$ cat src/rtl/tsbp_pkg.sv
package tsbp_pkg;
  localparam int unsigned DW         = 64;
  localparam int unsigned CTX_W      = 13;
  localparam int unsigned PG_W       = 3;
  localparam int unsigned SZ_W       = 4;
  localparam int unsigned BASE_LSB   = 13;
  localparam int unsigned SPLIT_POS  = 12;
  localparam int unsigned IDX_LSB    = 4;
  localparam int unsigned SHIFT_BASE = 9;
  localparam int unsigned SHIFT_STEP = 3;
  localparam int unsigned CFG1_LSB   = 8;
  localparam int unsigned TT_VA_LSB  = 22;
  localparam int unsigned TT_CTX_LSB = 48;
  localparam int unsigned TT_VA_W    = DW - TT_VA_LSB;

  typedef logic [DW-1:0]   word_t;
  typedef logic [PG_W-1:0] pg_t;
  typedef logic [SZ_W-1:0] sz_t;

  // Upper bits of the base that pass straight into the pointer
  function automatic word_t base_keep_mask();
    return ~((word_t'(1) << BASE_LSB) - word_t'(1));
  endfunction

  // Mask covering bits IDX_LSB .. (12 + sz)
  function automatic word_t index_mask(sz_t sz);
    int unsigned top;
    top = BASE_LSB + int'(sz);
    return ((word_t'(1) << top) - word_t'(1)) & ~((word_t'(1) << IDX_LSB) - word_t'(1));
  endfunction

  function automatic word_t index_field(word_t tag, pg_t pg, sz_t sz);
    int unsigned sh;
    sh = SHIFT_BASE + SHIFT_STEP * int'(pg);
    return (tag >> sh) & index_mask(sz);
  endfunction

  function automatic word_t split_field(logic cls, logic split, sz_t sz);
    return (cls && split) ? (word_t'(1) << (BASE_LSB + int'(sz))) : '0;
  endfunction

  function automatic word_t tag_target(word_t tag);
    word_t t;
    t = '0;
    t[TT_VA_W-1:0] = tag[DW-1:TT_VA_LSB];
    t[TT_CTX_LSB +: CTX_W] = tag[CTX_W-1:0];
    return t;
  endfunction
endpackage

$ cat src/rtl/tsbp_ctx_select.sv
module tsbp_ctx_select
  import tsbp_pkg::*;
(
  input  word_t tag_i,
  input  logic  cls_i,
  input  word_t z_base_c0_i,
  input  word_t z_base_c1_i,
  input  word_t n_base_c0_i,
  input  word_t n_base_c1_i,
  input  word_t z_cfg_i,
  input  word_t n_cfg_i,
  output logic  ctx_zero_o,
  output word_t base_o,
  output pg_t   pg_o
);
  word_t cfg_w;

  always_comb begin
    ctx_zero_o = (tag_i[CTX_W-1:0] == '0);
    if (ctx_zero_o) begin
      base_o = cls_i ? z_base_c1_i : z_base_c0_i;
      cfg_w  = z_cfg_i;
    end else begin
      base_o = cls_i ? n_base_c1_i : n_base_c0_i;
      cfg_w  = n_cfg_i;
    end
    pg_o = cls_i ? cfg_w[CFG1_LSB +: PG_W] : cfg_w[PG_W-1:0];
  end
endmodule

$ cat src/rtl/tsbp_ptr_calc.sv
module tsbp_ptr_calc
  import tsbp_pkg::*;
(
  input  word_t tag_i,
  input  word_t base_i,
  input  pg_t   pg_i,
  input  logic  cls_i,
  output logic  split_o,
  output sz_t   sz_o,
  output word_t ptr_o
);
  word_t idx_w;
  word_t spl_w;

  always_comb begin
    split_o = base_i[SPLIT_POS];
    sz_o    = base_i[SZ_W-1:0];
    idx_w   = index_field(tag_i, pg_i, sz_o);
    spl_w   = split_field(cls_i, split_o, sz_o);
    ptr_o   = (base_i & base_keep_mask()) | spl_w | idx_w;
  end
endmodule

$ cat src/rtl/tsbp_out_stage.sv
module tsbp_out_stage #(
  parameter int unsigned W   = 128,
  parameter bit          REG = 1'b1
) (
  input  logic         clk,
  input  logic         rst_n,
  input  logic [W-1:0] d_i,
  output logic [W-1:0] q_o
);
  generate
    if (REG) begin : g_reg
      always_ff @(posedge clk) begin
        if (!rst_n) q_o <= '0;
        else        q_o <= d_i;
      end

      // registered output follows the previous edge's input
      a_r8_one_cycle: assert property (@(posedge clk) disable iff (!rst_n)
        $past(rst_n) |-> q_o == $past(d_i));
    end else begin : g_pass
      assign q_o = d_i;
    end
  endgenerate
endmodule

$ cat src/rtl/tsb_ptr_gen.sv
module tsb_ptr_gen
  import tsbp_pkg::*;
#(
  parameter bit REG_OUT = 1'b1
) (
  input  logic        clk,
  input  logic        rst_n,
  input  logic [63:0] tag_access_i,
  input  logic        cls_i,
  input  logic [63:0] z_base_c0_i,
  input  logic [63:0] z_base_c1_i,
  input  logic [63:0] n_base_c0_i,
  input  logic [63:0] n_base_c1_i,
  input  logic [63:0] z_cfg_i,
  input  logic [63:0] n_cfg_i,
  output logic [63:0] ptr_o,
  output logic [63:0] tag_tgt_o
);
  localparam int unsigned OUT_W = 2 * DW;

  logic  ctx_zero_w;
  word_t base_w;
  pg_t   pg_w;
  logic  split_w;
  sz_t   sz_w;
  word_t ptr_w;
  word_t tt_w;

  tsbp_ctx_select u_sel (
    .tag_i       (tag_access_i),
    .cls_i       (cls_i),
    .z_base_c0_i (z_base_c0_i),
    .z_base_c1_i (z_base_c1_i),
    .n_base_c0_i (n_base_c0_i),
    .n_base_c1_i (n_base_c1_i),
    .z_cfg_i     (z_cfg_i),
    .n_cfg_i     (n_cfg_i),
    .ctx_zero_o  (ctx_zero_w),
    .base_o      (base_w),
    .pg_o        (pg_w)
  );

  tsbp_ptr_calc u_calc (
    .tag_i   (tag_access_i),
    .base_i  (base_w),
    .pg_i    (pg_w),
    .cls_i   (cls_i),
    .split_o (split_w),
    .sz_o    (sz_w),
    .ptr_o   (ptr_w)
  );

  assign tt_w = tag_target(tag_access_i);

  tsbp_out_stage #(.W(OUT_W), .REG(REG_OUT)) u_out (
    .clk   (clk),
    .rst_n (rst_n),
    .d_i   ({tt_w, ptr_w}),
    .q_o   ({tag_tgt_o, ptr_o})
  );

  // context field at the port decides the register set
  a_r1_zero_set: assert property (@(posedge clk) disable iff (!rst_n)
    (tag_access_i[12:0] == 13'd0) |-> (ctx_zero_w &&
      base_w == (cls_i ? z_base_c1_i : z_base_c0_i)));
  a_r1_nonzero_set: assert property (@(posedge clk) disable iff (!rst_n)
    (tag_access_i[12:0] != 13'd0) |-> (!ctx_zero_w &&
      base_w == (cls_i ? n_base_c1_i : n_base_c0_i)));

  // no set upper base bit is lost
  a_r2_base_kept: assert property (@(posedge clk) disable iff (!rst_n)
    ((base_w & base_keep_mask()) & ~ptr_w) == '0);

  // split flag on class 1 sets the offset bit
  a_r4_split_bit: assert property (@(posedge clk) disable iff (!rst_n)
    (cls_i && split_w) |-> ptr_w[BASE_LSB + int'(sz_w)]);

  // entry alignment
  a_r6_low_zero: assert property (@(posedge clk) disable iff (!rst_n)
    ptr_o[3:0] == 4'd0);

  // unused tag-target gaps stay clear
  a_r7_tt_gaps: assert property (@(posedge clk) disable iff (!rst_n)
    tag_tgt_o[47:42] == 6'd0 && tag_tgt_o[63:61] == 3'd0);
endmodule

$ cat config.mk
export PLATFORM = sky130hd
export DESIGN_NAME = tsb_ptr_gen
export DESIGN_NICKNAME = d
export VERILOG_FILES = /design/src/rtl/tsbp_pkg.sv /design/src/rtl/tsbp_ctx_select.sv /design/src/rtl/tsbp_ptr_calc.sv /design/src/rtl/tsbp_out_stage.sv /design/src/rtl/tsb_ptr_gen.sv
export SDC_FILE = /design/constraint.sdc
export NUM_CORES = 1
export LEC_CHECK = 0
export ABC_AREA = 1
export CAP_MARGIN = 0
export CORE_AREA = 5 5 223 225
export DETAILED_ROUTE_END_ITERATION = 16
export DIE_AREA = 0 0 228 230
export DONT_BUFFER_PORTS = 1
export SLEW_MARGIN = 20
export SYNTH_ARGS = -nofsm -noshare
export SYNTH_HDL_FRONTEND = slang
export SYNTH_SLANG_ARGS = --single-unit
$ cat constraint.sdc
create_clock -name clk -period 9.7 [get_ports clk]
set_clock_uncertainty 0.15 [all_clocks]
set_input_delay 1.94 -clock clk [delete_from_list [all_inputs] [get_ports clk]]
set_output_delay 1.94 -clock clk [all_outputs]
set_load 0.05 [all_outputs]
## After elaboration in Yosys (flattened, before gate mapping)

Index checks and enable logic that the tools add are counted.

- $add $sub $neg: 3
- Multiply operators: 1
- Divide/modulo/power cells: 0
- Magnitude comparators: 0
- Equality and inequality tests: 0
- Shift-type cells: 2
- Multiplexer cells: 6
- Bitwise operators: 3
- Reduce and logical (&&, ||, !) cells: 2

Operators with widths:

| kind | count |
|---|---|
| $mux W64 | 4 |
| $or A64 B64 Y64 | 2 |
| $and A64 B64 Y64 | 1 |
| $shl A1 B32 Y64 const A | 1 |
| $shr A64 B32 Y64 | 1 |
| $sub A64 B1 Y64 const B | 1 |
| $logic_not A13 Y1 | 1 |
| $mux W11 | 1 |
| $add A4 B5 Y6 const A | 1 |
| $add A4 B4 Y5 const A | 1 |
| $mul A2 B3 Y5 const A | 1 |
| $mux W3 | 1 |
| $logic_and A1 B1 Y1 | 1 |

- Register bits after elaboration: 128
- Bits in latches: 0
- Bits in writable memories: 0
- ROM bits: 0
- Bits of input ports: 451
- Output and inout bits: 128
- Word-level logic and storage cells: 19
- Memories: 0

## Logic depth before layout (Yosys ltp)

Gate-level depths: netlist of run 1.

- Depth after elaboration: 8
- Gate-level depth with buffers: 25
- Mapped depth without buffers: 21

## Cells and area by module

Synthesis of run 1 repeated with hierarchy kept, for this count alone.

- Cells, all modules: 1514
- Area total of the unflattened synthesis: 9459.1 um2

By module, submodules not included:

| module | instances | cells an instance | area each (um2) | sequential area each (um2) |
|---|---|---|---|---|
| tsbp_out_stage | 1 | 398 | 3677.3 | 2562.5 |
| tsbp_ptr_calc | 1 | 645 | 3146.8 | 0.0 |
| tsbp_ctx_select | 1 | 470 | 2631.3 | 0.0 |
| tsb_ptr_gen | 1 | 1 | 3.8 | 0.0 |

## Worst setup path after synthesis of run 1

OpenSTA, ideal clock, no wires.

- Path type: input-to-reg
- Start: in tag_access_i[1]
- End: reg u_out.q_o[20]
- Setup time: 132 ps
- Data arrival time: 5305 ps
- Slack: 4112 ps
- Stages: 22
- Path buffers: 6
- Cell sequence: nor2_1 inv_1 nor2_2 nand2_1 buf_6 clkbuf_1 clkbuf_1 or2_2 a32oi_1 inv_1 ha_1 inv_1 fa_1 clkbuf_1 inv_1 clkbuf_1 clkbuf_1 nand3_1 nand3_1 nand3_1 nand3_1 a21oi_1

- Longest elaborated chain between the ends: 8

Ends and longest elaborated chain:

| what | line | RTL |
|---|---|---|
| start, declared | tsb_ptr_gen.sv:8 | `input logic [63:0] tag_access_i,` |
| $logic_not A13 Y1 | tsbp_ctx_select.sv:19 | `ctx_zero_o = (tag_i[CTX_W-1:0] == '0);` |
| $mux W11 | tsbp_ctx_select.sv:20 | `if (ctx_zero_o) begin` |
| $mux W3 | tsbp_ctx_select.sv:27 | `pg_o = cls_i ? cfg_w[CFG1_LSB +: PG_W] : cfg_w[PG_W-1:0];` |
| $mul A2 B3 Y5 | tsbp_pkg.sv:34 | `sh = SHIFT_BASE + SHIFT_STEP * int'(pg);` |
| $add A4 B5 Y6 | tsbp_pkg.sv:34 |  |
| $shr A64 B32 Y64 | tsbp_pkg.sv:35 | `return (tag >> sh) & index_mask(sz);` |
| $and A64 B64 Y64 | tsbp_pkg.sv:35 |  |
| $or A64 B64 Y64 * | tsbp_ptr_calc.sv:20 | `ptr_o = (base_i & base_keep_mask()) \| spl_w \| idx_w;` |
| end signal, assigned | tsbp_out_stage.sv:14 | `else q_o <= d_i;` |
| end, declared | tsbp_out_stage.sv:8 | `output logic [W-1:0] q_o` |

Every way passes the cells marked *; elsewhere a longest branch is shown, timed or not.
A chain may end at the register's enable or synchronous reset.

## Worst setup path in the final report of run 1

- Start: in tag_access_i[1]
- End: reg u_out.q_o[13]

The elaborated chain is that of the path after synthesis.

==> flow_summary_export.csv, run 1 <==
group,metric,value,unit
status,outcome,"completed",
placement,dp_hpwl,30.47,mm
global_route,grt_pass1_wl,55.80,mm
placement,post-place-ws,2616,ps
finish,largest-register,"u_out.q_o",
power,p_leak,4.254,nW
synth,syn_inst,1391,
global_route,grt_usage,0.1428,
die,rows,80,
synth,synth_compound_area_frac,0.1425,
placement,gp_congestion,0.9216,
route,drt_wl_total,39.17,mm
clock_network,post-cts-setup-buffer-count,0,
setup_path,critPathKind,"in -> reg",
synth,synthSimpleGateAreaFrac,0.4261,
route,via_per_inst,4.597,
synth,synthesis.area,8165,um2
finish,num-nets-final,1780,
clock_network,numCtsBuffers,17,
route,vias,8987,
placement,dp_cells,1921,
global_route,antenna_found_initial,1,
synth,yosysSeqAreaShare,0.2918,
clock_network,cts_tree,"done",
synth,synthMuxAreaShare,0.003678,
finish,fin_cells,1955,
power,peakVddDrop,121.5,uV
synth,synth-edff-count,0,
power,power_density,202.6,nW/um2
sta,timing_hold_violations_final,0,
sta,setup_viol,0,
clock_network,cts_buffer_depth,2,
sta,fin_ws,3131,ps
clock_network,cts_resized,0,
global_route,grt_max_degree,102,
flow_run,maxCapViolations,0,
sta,setup_tns,0,ps
worst_hold_path,hp-start,"tag_access_i[30]",
route,drt_iter0_drc,1161,
synth,synth_top_family_by_area,"simple AND/OR/NAND/NOR gates",
sta,min_period_over_period,0.6772,
setup_path,crit_end,"u_out.q_o[13]",
setup_path,crit_path_max_fanout,101,
synth,syn_area_per_cell,5.870,um2
synth,yosys.area_share.xor_xnor,0,
route,post_drt_wl_per_cell,20.04,um
clock_network,clock_sinks,119,
finish,reg_top3,"u_out.q_o x119",
clock_network,htreeDepth,4,
setup_path,cp-start-kind,"input pin",
power,finalPower,1.848,mW
clock_network,hold_buffers,0,
die,pin_count,579,
setup_path,cp-startpoint,"tag_access_i[1]",
setup_path,cp-end-kind,"flop",
setup_path,crit_arrival,6780,ps
sta,tightest_slew,1027,ps
worst_hold_path,hold_path.class,"in -> reg",
sta,fin_hold_ws,1422,ps
die,die_w,228,um
route,detail-route-antenna-nets,0,
sta,drv_slew,0,
synth,synth_flop_cell,"dfxtp_1",
die,dieArea,52440,um2
synth,ys_warn_count,0,
die,dieHeight,230,um
clock_network,cts_root_buffer,"clkbuf_16",
placement,io_buffers,0,
sta,max_freq,152.2,MHz
finish,syn_to_final_growth,11.68,%
sta,period_needed,6569,ps
sta,grt_setup_unrepaired,"no",
setup_path,worstPathRequired,9910,ps
clock_network,path_clk_slew,60,ps
synth,yosysUniqueCellTypes,38,
die,core-area,47350,um2
synth,synthAdderAreaFrac,0.007049,
global_route,gr-total-overflow,0,
finish,largest_reg_flops,119,
global_route,grt_pass1_vias,8266,
finish,drive_above_1_share,0.05755,
route,drcViolationCount,0,
synth,synth_seq_cells,119,
route,dr.pass1.iters,6,
sta,relSlewSlack,0.3130,
die,start_util,0.1725,
synth,synthArstFlopShare,0,
finish,nFillCells,5401,
synth_stat cells (2+ instances only):
library cell  number  area (um2)
a211oi_1           7       52.55
a21oi_1           91       455.4
a311oi_1           3       26.28
a31oi_1            2       12.51
buf_1             12       45.04
buf_2             19       95.09
buf_4             15       112.6
buf_6             11       123.9
clkbuf_1          47       176.4
dfxtp_1          119        2382
ha_1               3       37.54
inv_1            120       450.4
inv_2             12       45.04
mux2i_1            3       30.03
nand2_1          328        1231
nand2_2            6       37.54
nand3_1          270        1351
nor2_1           183       686.9
nor2_2             8       50.05
nor3_1             5       25.02
o211ai_1           7       52.55
o21ai_0           93       465.5
o21ai_1            7       35.03
o21ai_2            2       17.52
or2_2              5       31.28
worst max-delay path, cell delays in order:
cell     delay (ps)
nor2_1          120
inv_1            60
nor2_2          170
nand2_4         480
inv_2           470
nor2_1           70
nor2_1          140
a32oi_1         150
inv_1           150
ha_1            190
inv_1            60
fa_1            390
nand3_1         110
nand2_2         490
inv_2           810
nand3_1         260
nand3_1         180
nand3_1         230
a21oi_1         200
routing by layer:
metal	vias to the layer above	part of all wire	GRT usage
met3	40	0.071	0.03664
met4	0	0.018	0.03914
met1	4131	0.45	0.1982
met2	468	0.46	0.2203
li1	4348	-	-
met5	-	0	0
where the power goes:
group	switching, mW	total [mW]	internal, mW
clock	0.259	0.694	0.435
sequential	0.157	0.685	0.528
combinational	0.330	0.469	0.138
total	0.746	1.85	1.10
final cells by class:
class                      count  area (um2)  area share
antenna                        2       5.005   0.0005488
clock buffer                  20       446.7     0.04898
clock inverter                12       175.2     0.01921
inverter                     132       496.7     0.05447
multi-input combinational   1048        4791      0.5254
sequential                   119        2382      0.2613
tap                          615       769.5     0.08439
timing repair buffer           7       52.55    0.005763
stage by stage:
step	utilization	area [um2]
after detailed placement	0.1793	8491
after global placement	0.1793	8491
after floorplan	-	8210
final	0.1926	9119
after CTS	0.1925	9112
after global routing	0.1925	9114
worst min path at each step:
stage	to	slack, ps	cells past startpoint
after floorplan	u_out.q_o[100]	1880	2
after global placement	u_out.q_o[64]	1890	2
after detailed placement	u_out.q_o[67]	1890	2
after CTS	u_out.q_o[100]	1370	2
after global routing	u_out.q_o[86]	1380	2
final	u_out.q_o[72]	1420	2
kinds of logic after synthesis:
group,after synthesis
buf+inv,236
mux,3
fa+ha+maj,4
simple gates,812
flops,119
compound gates,216
other cells,1
cell usage in the layout, fill, tap and decap left out, types with 2 or more instances in the layout:
cell type   count
a211oi_1        7
a21oi_1        90
a311oi_1        3
a31oi_1         2
buf_4           7
bufinv_16       4
clkbuf_1        2
clkbuf_16      17
clkinv_2        4
clkinvlp_4      3
conb_1         13
dfxtp_1       119
diode_2         2
ha_1            3
inv_1         120
inv_2          11
mux2i_1         3
nand2_1       327
nand2_2         6
nand2_4         2
nand3_1       270
nor2_1        183
nor2_2          8
nor3_1          5
o211ai_1        7
o21ai_0        93
o21ai_1         7
o21ai_2         2
or2_2           5
Note: power is estimated with default switching activity, not from simulation.
==> run 2, diff against run 1 <==
Clock period 9.7 ns to 5.6 ns, I/O delays scaled along.
==> run 2 against run 1 <==
  * Total power up 72%
  * Cell area up 0.56%
  * Non-clock buffer count up 9
  * First-iteration DRC count down 9.7%
  * Hold slack worse by 830 ps
  * Sequential power up 74%
  * Via count down 0.76%
==> flow_summary_export.csv, run 2 (synthesis gave the netlist of run 1 again) <==
group,metric,value,unit
status,outcome,"completed",
worst_hold_path,hold_path.class,"in -> reg",
worst_hold_path,hp-start,"tag_access_i[11]",
clock_network,post-cts-setup-buffer-count,0,
setup_path,worstPathRequired,5780,ps
power,p_leak,4.296,nW
global_route,grt_pass1_wl,55.55,mm
clock_network,clock_sinks,119,
global_route,top_usage_layer,"met2",
sta,timing_hold_violations_final,0,
route,vias,8919,
sta,period_needed,4301,ps
die,rows,80,
setup_path,cp-start-kind,"input pin",
global_route,grt_pass1_vias,8290,
die,dieHeight,230,um
setup_path,max_stage_delay,470,ps
route,drt_wl_total,38.76,mm
clock_network,cts_tree,"done",
placement,post-place-ws,658.0,ps
finish,fin_area,9170,um2
clock_network,hold_buffers,0,
route,drcViolationCount,0,
finish,mostFrequentLayoutCells,"nand2_1 (327), nand3_1 (270), nor2_1 (183)",
placement,dp_hpwl,30.77,mm
placement,placed_area,8558,um2
setup_path,critPathSlowestCell,"fa_1",
global_route,use_met3,0.03726,
clock_network,numCtsBuffers,17,
setup_path,worstPathCellList,"nor2_1 > nand2_1 > nor2_2 > nand2_4 > or2_2 > a32oi_1 > inv_1 > ha_1 > inv_1 > fa_1 > inv_1 > buf_4 > nand2_1 > nor2_1 > nor2_1 > a21oi_1 > nand2_1 > nand3_1 > a21oi_1",
power,power_density,345.8,nW/um2
route,post_drt_wl_per_cell,19.74,um
sta,min_period_over_period,0.7681,
sta,setup_viol,0,
clock_network,htreeDepth,4,
global_route,grt_use_met1,0.1963,
route,dr.pass1.iters,5,
setup_path,worst-path-buf-inv,4,
die,start_util,0.1725,
placement,io_buffers,0,
setup_path,cp-startpoint,"tag_access_i[7]",
route,drt_iter0_drc,1048,
sta,setup_tns,0,ps
setup_path,crit_path_max_fanout,29,
placement,gp_congestion,0.9101,
global_route,grt_usage,0.1419,
finish,largest-register,"u_out.q_o",
setup_path,critPathKind,"in -> reg",
setup_path,crit_cells,19,
die,die_w,228,um
clock_network,cts_buffer_depth,2,
setup_path,crit_arrival,4480,ps
sta,grt_setup_unrepaired,"no",
clock_network,cts_resized,0,
clock_network,path_clk_slew,70,ps
die,pin_count,579,
sta,drv_slew,0,
global_route,antenna_found_initial,1,
route,detail-route-antenna-nets,0,
power,peakVddDrop,219.9,uV
route,via_per_inst,4.544,
global_route,met2_usage,0.2159,
finish,num-nets-final,1789,
sta,relSlewSlack,0.3454,
flow_run,maxCapViolations,0,
finish,syn_to_final_growth,12.30,%
sta,max_freq,232.5,MHz
finish,largest_reg_flops,119,
die,dieArea,52440,um2
global_route,grt_max_degree,93,
sta,fin_ws,1299,ps
finish,drive_above_1_share,0.06459,
die,core-area,47350,um2
global_route,gr-total-overflow,0,
clock_network,cts_root_buffer,"clkbuf_16",
finish,reg_top3,"u_out.q_o x119",
finish,final_common_cell,"nand2_1",
setup_path,cp-end-kind,"flop",
sta,tightest_slew,981.9,ps
worst_hold_path,hold_depth,2,
setup_path,cp_top_family,"simple AND/OR/NAND/NOR gates",
==> run 2: cell types whose count changed in the layout (fill, tap and decap cells not counted) <==
cell / change
bufinv_16: -1
clkinv_4: +2
inv_6: -1
clkbuf_1: -1
buf_4: +9
diode_2: -1
clkinv_2: +1
clkbuf_8: +1
clkinvlp_4: -1
==> run 2: final timing paths <==
check / end / slack [ps]
worst min-delay path: u_out.q_o[123] / 590
worst max-delay path: u_out.q_o[24] / 1300
==> run 2: power breakdown <==
part | internal [mW] | leakage, nW | switching (mW)
Combinational | 0.251 | 3.01 | 0.570
Sequential | 0.914 | 0.992 | 0.273
Clock | 0.719 | 0.296 | 0.444
Total | 1.88 | 4.30 | 1.29
==> run 2: metrics by stage <==
stage	utilization	hold WS (ps)	power [mW]	std cells
final	0.1937	592.6	3.171	1963
after CTS	0.1936	535.8	3.227	1962
after floorplan	-	1063	1.803	1403
after global routing	0.1936	550.0	3.375	1962
after detailed placement	0.1808	1068	2.024	1930
after global placement	0.1808	1066	2.024	1930
==> run 2: layer usage <==
metal / vias up / part of all wire
li1: 4361 / -
met1: 4115 / 0.46
met2: 410 / 0.46
met3: 33 / 0.067
met4: 0 / 0.020
met5: - / 0
==> run 2: final cells by class <==
class                      instances  area, um2
fill                            5435      38180
multi-input combinational       1048       4791
sequential                       119       2382
tap                              615      769.5
inverter                         132      496.7
clock buffer                      20      456.7
clock inverter                    12      151.4
timing repair buffer              16      120.1
antenna                            1      2.502
